$ cat src/rtl/wdg_pkg.sv
package wdg_pkg;

    localparam int unsigned DATA_W = 16;

    // register byte offsets
    localparam logic [7:0] OFS_FEED   = 8'h00;
    localparam logic [7:0] OFS_TMO    = 8'h04;
    localparam logic [7:0] OFS_STOP1  = 8'h08;
    localparam logic [7:0] OFS_STOP2  = 8'h0C;
    localparam logic [7:0] OFS_STAT   = 8'h10;
    localparam logic [7:0] OFS_COUNT  = 8'h14;
    localparam logic [7:0] OFS_DEBUG  = 8'h18;
    localparam logic [7:0] OFS_RESUME = 8'h1C;
    localparam logic [7:0] OFS_EVENT  = 8'h20;
    localparam logic [7:0] OFS_MASK   = 8'h24;
    localparam logic [7:0] OFS_FORCE  = 8'h28;

    // key values and status codes
    localparam logic [DATA_W-1:0] KEY_FEED    = 16'hFEED;
    localparam logic [DATA_W-1:0] KEY_STOP1   = 16'h2BAD;
    localparam logic [DATA_W-1:0] KEY_STOP2   = 16'hCAFE;
    localparam logic [DATA_W-1:0] KEY_RESUME  = 16'hACED;
    localparam logic [DATA_W-1:0] KEY_CLRSTAT = 16'hE8B4;
    localparam logic [DATA_W-1:0] CODE_HALTED = 16'hDABE;
    localparam logic [DATA_W-1:0] CODE_TIMED  = 16'hCFE8;

    typedef enum logic [1:0] {
        ST_HALTED  = 2'd0,
        ST_RUNNING = 2'd1,
        ST_ARMED   = 2'd2
    } wdg_state_e;

endpackage

$ cat src/rtl/wdg_ctrl_fsm.sv
module wdg_ctrl_fsm
    import wdg_pkg::*;
(
    input  logic clk_i,
    input  logic rst_ni,
    input  logic wr_any_i,
    input  logic wr_stop1_i,
    input  logic wr_stop2_i,
    input  logic wr_resume_i,
    output logic running_o,
    output logic resume_ok_o
);

    wdg_state_e state_q, state_d;

    always_ff @(posedge clk_i or negedge rst_ni) begin
        if (!rst_ni) state_q <= ST_HALTED;
        else         state_q <= state_d;
    end

    always_comb begin
        state_d = state_q;
        unique case (state_q)
            ST_HALTED:  if (wr_resume_i) state_d = ST_RUNNING;      // T_RESUME
            ST_RUNNING: if (wr_stop1_i)  state_d = ST_ARMED;        // T_ARM
            ST_ARMED: begin
                if (wr_stop2_i)      state_d = ST_HALTED;           // T_STOP
                else if (wr_stop1_i) state_d = ST_ARMED;            // T_REARM
                else if (wr_any_i)   state_d = ST_RUNNING;          // T_ABANDON
            end
            default: state_d = ST_HALTED;
        endcase
    end

    always_comb begin
        running_o   = (state_q != ST_HALTED);
        resume_ok_o = (state_q == ST_HALTED) && wr_resume_i;
    end

endmodule

$ cat src/rtl/wdg_down_counter.sv
module wdg_down_counter #(
    parameter int unsigned CNT_W     = 15,
    parameter int unsigned RESET_VAL = 6000
) (
    input  logic             clk_i,
    input  logic             rst_ni,
    input  logic             run_i,
    input  logic             tick_i,
    input  logic             reload_i,
    input  logic [CNT_W-1:0] load_val_i,
    output logic [CNT_W-1:0] count_o,
    output logic             changing_o,
    output logic             expire_o,
    output logic             warn_o
);

    logic [CNT_W-1:0] count_q;
    logic             chg_q;
    logic             step;

    assign step     = tick_i && run_i && !reload_i;
    assign expire_o = step && (count_q <= CNT_W'(1));
    assign warn_o   = step && (count_q == CNT_W'(2));

    always_ff @(posedge clk_i or negedge rst_ni) begin
        if (!rst_ni) begin
            count_q <= CNT_W'(RESET_VAL);
            chg_q   <= 1'b0;
        end else if (reload_i) begin
            count_q <= load_val_i;
            chg_q   <= 1'b1;
        end else if (step) begin
            count_q <= (count_q <= CNT_W'(1)) ? load_val_i : count_q - CNT_W'(1);
            chg_q   <= 1'b1;
        end else begin
            chg_q   <= 1'b0;
        end
    end

    assign count_o    = count_q;
    assign changing_o = chg_q;

endmodule

$ cat src/rtl/wdg_irq_unit.sv
module wdg_irq_unit (
    input  logic clk_i,
    input  logic rst_ni,
    input  logic warn_i,
    input  logic wr_event_i,
    input  logic wr_mask_i,
    input  logic wr_force_i,
    input  logic wbit_i,
    output logic event_o,
    output logic mask_o,
    output logic force_o,
    output logic irq_o
);

    logic event_q, mask_q, force_q;

    always_ff @(posedge clk_i or negedge rst_ni) begin
        if (!rst_ni) begin
            event_q <= 1'b0;
            mask_q  <= 1'b0;
            force_q <= 1'b0;
        end else begin
            if (warn_i || force_q)         event_q <= 1'b1;
            else if (wr_event_i && wbit_i) event_q <= 1'b0;
            if (wr_mask_i)  mask_q  <= wbit_i;
            if (wr_force_i) force_q <= wbit_i;
        end
    end

    assign event_o = event_q;
    assign mask_o  = mask_q;
    assign force_o = force_q;
    assign irq_o   = event_q && mask_q;

endmodule

$ cat src/rtl/keyed_watchdog.sv
module keyed_watchdog
    import wdg_pkg::*;
#(
    parameter int unsigned ADDR_W          = 6,
    parameter int unsigned CNT_W           = 15,
    parameter int unsigned DEFAULT_TIMEOUT = 6000
) (
    input  logic              clk_i,
    input  logic              rst_ni,
    input  logic              por_ni,
    input  logic              tick_i,
    input  logic              dbg_mode_i,
    input  logic              we_i,
    input  logic [ADDR_W-1:0] addr_i,
    input  logic [15:0]       wdata_i,
    output logic [15:0]       rdata_o,
    output logic              irq_o,
    output logic              rst_req_o
);

    localparam int unsigned CNT_RB_W = DATA_W - 1;

    logic [CNT_W-1:0] timeout_q;
    logic [CNT_W-1:0] count_w;
    logic             timed_out_q;
    logic             ovr_q;
    logic             rst_req_q;
    logic             running, resume_ok, reload, run_gated;
    logic             changing, expire, warn;
    logic             ev, msk, frc;

    // address decode (write side)
    logic sel_feed, sel_tmo, sel_stop1, sel_stop2, sel_stat;
    logic sel_dbg, sel_resume, sel_event, sel_mask, sel_force;

    always_comb begin
        sel_feed   = we_i && (addr_i == ADDR_W'(OFS_FEED));
        sel_tmo    = we_i && (addr_i == ADDR_W'(OFS_TMO));
        sel_stop1  = we_i && (addr_i == ADDR_W'(OFS_STOP1));
        sel_stop2  = we_i && (addr_i == ADDR_W'(OFS_STOP2));
        sel_stat   = we_i && (addr_i == ADDR_W'(OFS_STAT));
        sel_dbg    = we_i && (addr_i == ADDR_W'(OFS_DEBUG));
        sel_resume = we_i && (addr_i == ADDR_W'(OFS_RESUME));
        sel_event  = we_i && (addr_i == ADDR_W'(OFS_EVENT));
        sel_mask   = we_i && (addr_i == ADDR_W'(OFS_MASK));
        sel_force  = we_i && (addr_i == ADDR_W'(OFS_FORCE));
    end

    wdg_ctrl_fsm u_fsm (
        .clk_i       (clk_i),
        .rst_ni      (rst_ni),
        .wr_any_i    (we_i),
        .wr_stop1_i  (sel_stop1 && (wdata_i == KEY_STOP1)),
        .wr_stop2_i  (sel_stop2 && (wdata_i == KEY_STOP2)),
        .wr_resume_i (sel_resume && (wdata_i == KEY_RESUME)),
        .running_o   (running),
        .resume_ok_o (resume_ok)
    );

    assign reload    = (sel_feed && (wdata_i == KEY_FEED)) || resume_ok;
    assign run_gated = running && !(dbg_mode_i && !ovr_q);

    wdg_down_counter #(
        .CNT_W     (CNT_W),
        .RESET_VAL (DEFAULT_TIMEOUT)
    ) u_cnt (
        .clk_i      (clk_i),
        .rst_ni     (rst_ni),
        .run_i      (run_gated),
        .tick_i     (tick_i),
        .reload_i   (reload),
        .load_val_i (timeout_q),
        .count_o    (count_w),
        .changing_o (changing),
        .expire_o   (expire),
        .warn_o     (warn)
    );

    wdg_irq_unit u_irq (
        .clk_i      (clk_i),
        .rst_ni     (rst_ni),
        .warn_i     (warn),
        .wr_event_i (sel_event),
        .wr_mask_i  (sel_mask),
        .wr_force_i (sel_force),
        .wbit_i     (wdata_i[0]),
        .event_o    (ev),
        .mask_o     (msk),
        .force_o    (frc),
        .irq_o      (irq_o)
    );

    // system-reset domain registers
    always_ff @(posedge clk_i or negedge rst_ni) begin
        if (!rst_ni) begin
            timeout_q <= CNT_W'(DEFAULT_TIMEOUT);
            ovr_q     <= 1'b0;
            rst_req_q <= 1'b0;
        end else begin
            if (sel_tmo) timeout_q <= wdata_i[CNT_W-1:0];
            if (sel_dbg) ovr_q     <= wdata_i[0];
            rst_req_q <= expire;
        end
    end

    // power-on domain: status survives the reset it requests
    always_ff @(posedge clk_i or negedge por_ni) begin
        if (!por_ni)                                  timed_out_q <= 1'b0;
        else if (expire)                              timed_out_q <= 1'b1;
        else if (sel_stat && (wdata_i == KEY_CLRSTAT)) timed_out_q <= 1'b0;
    end

    assign rst_req_o = rst_req_q;

    // read mux
    always_comb begin
        rdata_o = '0;
        unique case (addr_i)
            ADDR_W'(OFS_TMO):   rdata_o = DATA_W'(timeout_q);
            ADDR_W'(OFS_STOP2): rdata_o = running ? 16'h0000 : CODE_HALTED;
            ADDR_W'(OFS_STAT):  rdata_o = timed_out_q ? CODE_TIMED : 16'h0000;
            ADDR_W'(OFS_COUNT): rdata_o = {changing, CNT_RB_W'(count_w)};
            ADDR_W'(OFS_DEBUG): rdata_o = {14'd0, dbg_mode_i, ovr_q};
            ADDR_W'(OFS_EVENT): rdata_o = {15'd0, ev};
            ADDR_W'(OFS_MASK):  rdata_o = {15'd0, msk};
            ADDR_W'(OFS_FORCE): rdata_o = {15'd0, frc};
            default:            rdata_o = '0;
        endcase
    end

endmodule

$ cat config.mk
export PLATFORM = sky130hd
export DESIGN_NAME = keyed_watchdog
export DESIGN_NICKNAME = d
export VERILOG_FILES = /design/src/rtl/wdg_pkg.sv /design/src/rtl/wdg_ctrl_fsm.sv /design/src/rtl/wdg_down_counter.sv /design/src/rtl/wdg_irq_unit.sv /design/src/rtl/keyed_watchdog.sv
export SDC_FILE = /design/constraint.sdc
export NUM_CORES = 1
export LEC_CHECK = 0
export BUFFER_PORTS_ARGS = -buffer_cell sky130_fd_sc_hd__buf_2
export CORE_MARGIN = 5
export CORE_UTILIZATION = 55
export CTS_CLUSTER_DIAMETER = 80
export DETAILED_ROUTE_END_ITERATION = 16
export PLACE_DENSITY = 0.91
export SYNTH_ARGS = -nofsm -noshare
export SYNTH_HDL_FRONTEND = slang
export SYNTH_SLANG_ARGS = --single-unit
$ cat constraint.sdc
create_clock -name clk_i -period 4.45 [get_ports clk_i]
set_input_delay 0.89 -clock clk_i [delete_from_list [all_inputs] [get_ports clk_i]]
set_output_delay 0.89 -clock clk_i [all_outputs]
set_load 0.01 [all_outputs]
==> results of run 1 <==
## worst max-delay path: cells and delay by family
kind,cells,cell delay [ns]
buf+inv,2,0.28
simple gates,3,1.22
compound gates,1,0.19
## through the flow
step / total power, mW / cells / utilization [%]
2_1_floorplan: 0.781 / 273 / -
3_3_place_gp: 0.887 / 365 / 61.3
3_5_place_dp: 0.901 / 365 / 61.3
4_1_cts: 1.16 / 373 / 63.3
5_1_grt: 1.24 / 373 / 63.3
6_report: 1.17 / 373 / 63.3
## cells in the mapped netlist (4+ instances only)
master / n / area (um2)
a22oi_1: 8 / 60.1
a21o_1: 8 / 60.1
a2111o_1: 4 / 45.0
nand2b_1: 5 / 31.3
nand4_1: 8 / 50.1
nand3_1: 10 / 50.1
nor4_1: 4 / 25.0
or3_1: 7 / 43.8
dfstp_2: 14 / 368
a221o_1: 6 / 60.1
dfrtp_1: 25 / 626
nor3_1: 8 / 40.0
o21ai_0: 10 / 50.1
clkbuf_1: 5 / 18.8
nor2_1: 17 / 63.8
a21oi_1: 13 / 65.1
mux2_2: 17 / 191
inv_1: 10 / 37.5
a2bb2oi_1: 7 / 61.3
nand2_1: 24 / 90.1
## worst max-delay path by stage
stage,startpoint,to,depth (start not counted)
final,addr_i[3],rdata_o[8],6
after global routing,addr_i[3],rdata_o[8],6
after CTS,addr_i[3],rdata_o[1],6
after detailed placement,addr_i[3],rdata_o[1],6
after global placement,addr_i[3],rdata_o[1],6
after floorplan,addr_i[3],rdata_o[1],5
## power by group
part	switching, mW	total [mW]	internal, mW
Combinational	0.210	0.364	0.154
Sequential	0.107	0.552	0.446
Clock	0.142	0.254	0.112
Total	0.459	1.17	0.711
## kinds of logic (layout without fill, tap and decap cells)
family,after synthesis,in the layout,synth area share [%]
compound gates,81,81,23.5
simple gates,114,114,26.2
flops,39,39,38.4
buf+inv,18,64,2.75
mux,18,18,7.78
fa+ha+maj,3,3,1.45
## layout by cell type, fill, tap and decap left out, drive strengths merged, types with 3 or more instances in the layout
cell and instances:
or4 5, o211ai 3, nor4 6, a2111o 4
dfstp 14, dfrtp 25, a2bb2oi 7, o21ai 11
nand2 26, or3 8, a21oi 14, o221ai 3
nor2 18, nand4 8, nor4b 3, nand2b 5
a21o 8, clkbuf 5, a221o 6, buf 46
ha 3, mux2 17, nor3 9, inv 10
a22oi 8, nand3 10
## area by class of cell
type	instances	area share [%]
Timing Repair Buffer	46	7.89
Multi-Input combinational cell	216	51.7
Inverter	10	1.27
Sequential cell	39	33.7
Clock inverter	3	0.848
Clock buffer	5	2.33
Tap cell	54	2.29
## layer usage
layer  GRT usage, %  wire (um)  vias up
met5              0          0        -
met4           11.7        267        0
met3           6.54        849       33
met2           38.3       3410      195
met1           33.1       2950     1236
li1               -          -     1169
==> run_results.csv, run 1 <==
group,metric,value,unit
outcome,outcome,"completed",
logic_synthesis,synth_edf_count,0,
global_route,grt.overflow.total,0,
critical_path,reg2reg_from,"u_cnt.count_o[3]",
routing,vias,2633,
min_path,hp-class,"input port to asynchronous set/reset pin",
power,vdd.ir_drop.worst,248,uV
sta,clock.fmax,0.288,GHz
global_route,grt_usage,25.1,%
critical_path,slowest_delay,0.58,ns
sta,post-route-min-period,3.47,ns
layout,syn2layout_area_growth,13.9,%
routing,first_iter_violations,458,
floorplanning,chipHeight,78.6,um
floorplanning,dieArea,0.00618,mm2
sta,hold_viol,0,
floorplanning,num_io_pins,46,
routing,antenna_left,0,
global_route,grt_max_degree,39,
layout,fillers,367,
layout,multiInputGateArea,0.00153,mm2
routing,drc,0,
sta,fin_skew,0.0117,ns
sta,final_max_slew_viol_count,0,
sta,setup_tns,0,ns
critical_path,crit_path_start_kind,"input port",
sta,slew_headroom,36.4,%
cts,clock_sink_count,39,
logic_synthesis,synth_area_per_cell,9.49,um2
logic_synthesis,async_flop_share,100,%
layout,regArea,993,um2
logic_synthesis,synth_nets,304,
cts,clock-root-buffer,"clkbuf_8",
floorplanning,core_area,0.00466,mm2
sta,post-route-period-util,78.1,%
critical_path,cp_max_fo,15,
placement,place.gp.congestion,0.986,
routing,routedWlPerCell,20.1,um
logic_synthesis,ys_seq_area_share,38.4,%
cts,cts_buffers,5,
sta,setup_viol,0,
floorplanning,die_w,78.6,um
layout,antenna_cells,0,
layout,drive_gt1_share,32.0,%
routing,detail_route.first_pass.iterations,7,
cts,cts_buffer_depth,2,
critical_path,worstSetupPathType,"input port to output port",
global_route,grt_pass1_vias,2454,
cts,hold_buffers,0,
cts,htree_num_levels,2,
critical_path,required,3.56,ns
logic_synthesis,syn_inst,273,
placement,pre_cts_ws,1.03,ns
logic_synthesis,synth_cell_type_count,62,
critical_path,rrSetupSlack,1.88,ns
critical_path,crit_path_end_kind,"output port",
logic_synthesis,synth_ff_type,"dfrtp_1",
power,powerDensity,397,mW/mm2
placement,dpl_cell_area,0.00286,mm2
critical_path,cp_data_arrival_time,2.58,ns
critical_path,critPathMostFrequentCell,"buf_2",
cts,clk_latency,0.31,ns
placement,numPortBuffers,45,
floorplanning,core.rowCount,25,
power,leakage,1.31,nW
logic_synthesis,syn_area,0.00259,mm2
global_route,grt_antenna_before_repair,0,
cts,cts_resized,0,
sta,tightest_slew,0.948,ns
cts,cts_tree,"built",
routing,routed_via_density,7.06,
logic_synthesis,yosys_warnings,0,
logic_synthesis,ys_ff_latch,39,
critical_path,critPathSlowestCell,"or4b_4",
global_route,grt_pass1_wl,12.2,mm
floorplanning,start_util,55.6,%
placement,post-dp-hpwl,5.35,mm
cts,clk_pin_slew_worst_paths,0.07,ns
layout,finish.instance_area,0.00295,mm2
critical_path,reg2reg_depth,5,
layout,nets,349,
critical_path,timing.rr.end,"u_cnt.count_o[1]",
critical_path,path_cells,"buf_2 > or4b_4 > nor3_4 > a22oi_1 > nand2_1 > buf_2",
sta,worst_slack,0.976,ns
job,max_cap_violations,0,
routing,drt_wl_total,7.48,mm
sta,rsz0062_at_grt,"no",
cts,post_cts_buffers,0,
sta,whs,0.347,ns
Power figures use the tool's default switching activity.
==> run 2, diff against run 1 <==
--- a/config.mk
+++ b/config.mk
@@ -5,12 +5,13 @@
 export SDC_FILE = /design/constraint.sdc
 export NUM_CORES = 1
 export LEC_CHECK = 0
+export ABC_AREA = 1
 export BUFFER_PORTS_ARGS = -buffer_cell sky130_fd_sc_hd__buf_2
 export CORE_MARGIN = 5
-export CORE_UTILIZATION = 55
+export CORE_UTILIZATION = 52
 export CTS_CLUSTER_DIAMETER = 80
 export DETAILED_ROUTE_END_ITERATION = 16
-export PLACE_DENSITY = 0.91
+export PLACE_DENSITY = 0.89
 export SYNTH_ARGS = -nofsm -noshare
 export SYNTH_HDL_FRONTEND = slang
 export SYNTH_SLANG_ARGS = --single-unit
==> constraint.sdc (replaced) <==
create_clock -name clk_i -period 2.9 [get_ports clk_i]
set_input_delay 0.58 -clock clk_i [delete_from_list [all_inputs] [get_ports clk_i]]
set_output_delay 0.58 -clock clk_i [all_outputs]
set_load 0.01 [all_outputs]
==> run_results.csv, run 2 <==
group,metric,value,unit
power,power.share.clock,20.5,%
logic_synthesis,syn_area,0.00291,mm2
logic_synthesis,ys_ff_latch,39,
layout,drive_gt1_share,19.1,%
cts,cts_resized,0,
global_route,grt_antenna_before_repair,0,
placement,numPortBuffers,45,
critical_path,cp_data_arrival_time,2.00,ns
sta,final_max_slew_viol_count,0,
sta,hold_viol,0,
logic_synthesis,synth_ff_type,"dfrtp_1",
sta,post-route-min-period,2.58,ns
logic_synthesis,synthTopCellsByCount,"119 x nand2_1, 63 x inv_1, 54 x nor2_1",
routing,routed_via_density,5.70,
power,p_int,1.51,mW
sta,slew_headroom,41.6,%
floorplanning,num_io_pins,46,
placement,place.gp.congestion,1.03,
global_route,grt_pass1_vias,3064,
logic_synthesis,synth_cell_type_count,34,
global_route,grt.overflow.total,0,
power,leakage,1.70,nW
power,p_switching,1.16,mW
sta,tightest_slew,0.876,ns
cts,cts_tree,"built",
routing,routedWlPerCell,14.9,um
placement,post-dp-hpwl,6.09,mm
floorplanning,die_w,84.8,um
power,comb_power_share,45.1,%
floorplanning,dieArea,0.00719,mm2
cts,htree_num_levels,2,
logic_synthesis,syn_inst,446,
critical_path,cp_max_fo,14,
critical_path,reg2reg_from,"u_cnt.count_o[5]",
logic_synthesis,async_flop_share,100,%
critical_path,required,2.32,ns
logic_synthesis,yosys_warnings,0,
logic_synthesis,synth_nets,477,
cts,post_cts_buffers,0,
logic_synthesis,synth_edf_count,0,
logic_synthesis,ys_seq_area_share,34.2,%
routing,antenna_left,0,
cts,hold_buffers,0,
power,vdd.ir_drop.worst,439,uV
global_route,grt_max_degree,39,
sta,clock.fmax,0.388,GHz
routing,drt_wl_total,8.34,mm
global_route,grt_pass1_wl,14.1,mm
routing,detail_route.first_pass.iterations,6,
sta,rsz0062_at_grt,"no",
sta,setup_viol,0,
job,max_cap_violations,0,
layout,mostFrequentLayoutCells,"119 x nand2_1, 63 x inv_1, 54 x nor2_1",
sta,post-route-period-util,88.9,%
layout,antenna_cells,0,
logic_synthesis,synth_top_cell_area_share,21.5,%
critical_path,crit_start,"addr_i[2]",
cts,cts_buffers,5,
min_path,hp-class,"input port to asynchronous set/reset pin",
layout,fillers,525,
power,seqPwrFrac,34.4,%
routing,first_iter_violations,460,
floorplanning,core.rowCount,27,
critical_path,crit_path_end_kind,"output port",
logic_synthesis,synth_most_common_cell,"nand2_1",
layout,nets,517,
layout,syn2layout_area_growth,12.9,%
power,powerDensity,814,mW/mm2
critical_path,worstSetupPathType,"input port to output port",
outcome,outcome,"completed",
cts,clk_pin_slew_worst_paths,0.08,ns
sta,fin_skew,0.00538,ns
cts,clock-root-buffer,"clkbuf_8",
cts,clk_latency,0.30,ns
logic_synthesis,yosys.area.top_type,"dfrtp_1",
logic_synthesis,synth_area_leaders,"dfrtp_1 22%, nand2_1 15%, dfstp_2 13%, nand3_1 8.8%, inv_1 8.1%",
critical_path,reg2reg_depth,10,
logic_synthesis,synth_area_per_cell,6.52,um2
cts,cts_buffer_depth,2,
floorplanning,chipHeight,84.8,um
routing,drc,0,
floorplanning,core_area,0.00547,mm2
critical_path,crit_path_start_kind,"input port",
cts,clock_sink_count,39,
global_route,grt_usage,24.0,%
layout,final_common_cell,"nand2_1",
power,p_sw_share,43.5,%
power,p_total,2.67,mW
floorplanning,start_util,53.2,%
sta,setup_tns,0,ns
routing,vias,3187,
-- run 2: per-layer routing --
metal	vias up	share of wire [%]	GRT usage, %
met1	1460	42	31.1
li1	1520	-	-
met4	0	3.7	11.1
met2	165	47	39.2
met3	42	7.0	3.83
met5	-	0	0
-- run 2: area by class of cell --
class | instances | area [um2] | area share (%)
clock inverters | 2 | 60.1 | 1.83
flip-flops and latches | 39 | 993 | 30.2
multi-input cells | 319 | 1550 | 47.3
well taps | 72 | 90.1 | 2.74
clock buffers | 6 | 72.6 | 2.21
repair buffers | 46 | 233 | 7.09
inverters | 75 | 282 | 8.57
-- run 2: worst paths after layout --
check | endpoint | slack, ns
hold / removal | timed_out_q | 0.04
hold reg to reg | timeout_q[9] | 0.48
min in group clk_i | timeout_q[9] | 0.48
max in group asynchronous | u_cnt.count_o[3] | 1.95
setup / recovery | rdata_o[2] | 0.32
setup reg to reg | u_cnt.count_o[8] | 0.88
-- run 2: worst max-delay path, cell delays in order --
cell and delay [ns]:
buf_2 0.10, inv_1 0.06, nor3_2 0.28, nand2_1 0.37, inv_1 0.22, a21oi_1 0.08, o21ai_0 0.12, buf_2 0.18
-- run 2: cell families (layout without fill, tap and decap cells) --
group           count (synthesis)  after routing  share of synthesized area (%)
xor+xnor                        4              4                           1.20
simple gates                  269            269                           41.6
fa+ha+maj                       3              3                           1.29
buf+inv                        88            129                           12.4
compound gates                 43             43                           9.29
flops                          39             39                           34.2
-- run 2: power groups by stage --
| stage | sequential (mW) | clock (mW) | combinational (mW) |
|---|---|---|---|
| floorplan | 0.869 | 0 | 0.957 |
| global route | 0.937 | 0.577 | 1.38 |
| global placement | 0.913 | 0 | 1.14 |
| detailed placement | 0.921 | 0 | 1.18 |
| finish | 0.920 | 0.548 | 1.21 |
| CTS | 0.912 | 0.549 | 1.19 |
-- run 2: per-stage QoR --
step / setup WS [ns] / util, % / cells / hold WS, ns / cell area, um2
finish: 0.323 / 60.0 / 559 / 0.0422 / 3280
global route: 0.138 / 60.0 / 559 / 0.0235 / 3280
CTS: 0.347 / 60.0 / 559 / 0.0358 / 3280
detailed placement: 0.352 / 57.6 / 551 / 0.357 / 3150
global placement: 0.414 / 57.6 / 551 / 0.356 / 3150
floorplan: 0.790 / - / 446 / 0.284 / 2910
==> run 3, diff against run 2 <==
--- a/config.mk
+++ b/config.mk
@@ -8,10 +8,10 @@
 export ABC_AREA = 1
 export BUFFER_PORTS_ARGS = -buffer_cell sky130_fd_sc_hd__buf_2
 export CORE_MARGIN = 5
-export CORE_UTILIZATION = 52
+export CORE_UTILIZATION = 55
 export CTS_CLUSTER_DIAMETER = 80
 export DETAILED_ROUTE_END_ITERATION = 16
-export PLACE_DENSITY = 0.89
+export PLACE_DENSITY = 0.9
 export SYNTH_ARGS = -nofsm -noshare
 export SYNTH_HDL_FRONTEND = slang
 export SYNTH_SLANG_ARGS = --single-unit
==> constraint.sdc (replaced) <==
create_clock -name clk_i -period 3.1 [get_ports clk_i]
set_input_delay 0.62 -clock clk_i [delete_from_list [all_inputs] [get_ports clk_i]]
set_output_delay 0.62 -clock clk_i [all_outputs]
set_load 0.01 [all_outputs]
==> run_results.csv, run 3 (synthesized netlist as in run 2, its figures left out) <==
group,metric,value,unit
cts,clock_sink_count,39,
layout,mostFrequentLayoutCells,"119 x nand2_1, 63 x inv_1, 54 x nor2_1",
sta,tightest_slew,0.840,ns
global_route,grt_pass1_vias,3032,
layout,final_common_cell,"nand2_1",
critical_path,slowest_delay,0.51,ns
critical_path,crit_buf_inv,3,
critical_path,crit_path_end_kind,"output port",
critical_path,required,2.48,ns
critical_path,worstSetupPathType,"input port to output port",
cts,hold_buffers,0,
routing,top_layer,"met4",
critical_path,crit_path_start_kind,"input port",
global_route,grt_max_degree,39,
routing,detail_route.first_pass.iterations,5,
sta,fin_skew,0.00529,ns
routing,drt_wl_total,8.06,mm
cts,clock-root-buffer,"clkbuf_8",
global_route,grt_antenna_before_repair,0,
critical_path,critPathSlowestCell,"a21oi_1",
min_path,hp-class,"input port to asynchronous set/reset pin",
layout,syn2layout_area_growth,11.6,%
power,powerDensity,719,mW/mm2
critical_path,path_cells,"buf_2 > nor2_2 > nand4_1 > nor2_1 > buf_4 > a21oi_1 > o221ai_1 > buf_2",
floorplanning,dieArea,0.00684,mm2
floorplanning,core.rowCount,26,
layout,antenna_cells,0,
floorplanning,num_io_pins,46,
cts,clk_pin_slew_worst_paths,0.08,ns
layout,nets,518,
critical_path,cp_max_fo,7,
sta,clock.fmax,0.367,GHz
placement,numPortBuffers,45,
routing,routed_via_density,5.61,
routing,met1_length,3.36,mm
sta,final_max_slew_viol_count,0,
cts,cts_buffer_depth,2,
routing,first_iter_violations,263,
layout,layout.cells.non_filler,558,
layout,multiInputGateArea,0.00155,mm2
layout,drive_gt1_share,19.5,%
floorplanning,die_w,82.7,um
cts,cts_tree,"built",
critical_path,critPathTopFamily,"compound AO/OA/AOI/OAI gates",
power,leakage,1.68,nW
sta,hold_viol,0,
floorplanning,core_area,0.00511,mm2
sta,rsz0062_at_grt,"no",
sta,slew_headroom,44.0,%
floorplanning,chipHeight,82.7,um
layout,fillers,482,
routing,vias,3130,
cts,htree_num_levels,2,
sta,post-route-min-period,2.73,ns
cts,post_cts_buffers,0,
placement,dp.cells,550,
routing,drc,0,
global_route,grt_pass1_wl,13.6,mm
sta,setup_tns,0,ns
placement,post-dp-hpwl,5.98,mm
layout,regArea,993,um2
global_route,grt_usage,25.7,%
placement,place.gp.congestion,0.952,
critical_path,critPathMostFrequentCell,"buf_2",
routing,wl_met2,3.86,mm
layout,finish.instance_area,0.00325,mm2
power,vdd.ir_drop.worst,349,uV
floorplanning,start_util,57.0,%
placement,dpl_cell_area,0.00316,mm2
cts,cts_buffers,5,
cts,clk_latency,0.30,ns
routing,routedWlPerCell,14.4,um
outcome,outcome,"completed",
routing,antenna_left,0,
sta,post-route-period-util,88.0,%
cts,cts_resized,0,
global_route,grt.overflow.total,0,
job,max_cap_violations,0,
sta,setup_viol,0,
routing,wl_met3,578,um
critical_path,cp_data_arrival_time,2.11,ns
## run 3: area by class of cell
class	instances	area share, %
sequential	39	30.6
inverter	75	8.67
timing repair buffer	47	7.40
tap	70	2.70
multi-input combinational	319	47.9
clock inverter	3	0.617
clock buffer	5	2.12
## run 3: worst paths after layout
check	from	endpoint	slack, ns	cells past startpoint
worst max-delay path	addr_i[4]	rdata_o[14]	0.37	8
worst min-delay path	por_ni	timed_out_q	0.07	1
worst max register to register	u_cnt.count_o[5]	u_cnt.count_o[13]	1.10	10
worst min register to register	timeout_q[8]	timeout_q[8]	0.48	2
max in group asynchronous	rst_ni	timeout_q[13]	2.15	1
min in group clk_i	timeout_q[8]	timeout_q[8]	0.48	2
## run 3: through the flow
stage          hold WS (ns)  total power, mW  utilization (%)  worst slack [ns]
2_1_floorplan         0.324             1.71                -             0.910
3_3_place_gp          0.395             1.91             61.8             0.475
3_5_place_dp          0.397             1.96             61.8             0.464
4_1_cts              0.0672             2.31             63.5             0.461
5_1_grt              0.0559             2.54             63.5             0.292
6_report             0.0737             2.33             63.5             0.373
## run 3: where the power goes
| group | leakage [nW] | total [mW] | switching [mW] | internal [mW] |
|---|---|---|---|---|
| Combinational | 1.18 | 1.12 | 0.721 | 0.397 |
| Sequential | 0.461 | 0.862 | 0.167 | 0.695 |
| Clock | 0.0402 | 0.353 | 0.197 | 0.157 |
| Total | 1.68 | 2.33 | 1.08 | 1.25 |
## run 3: routing by layer
metal | vias to the layer above | global-route usage, %
met4 | 0 | 11.4
met1 | 1433 | 32.6
met5 | - | 0
li1 | 1523 | -
met3 | 21 | 5.21
met2 | 153 | 42.3
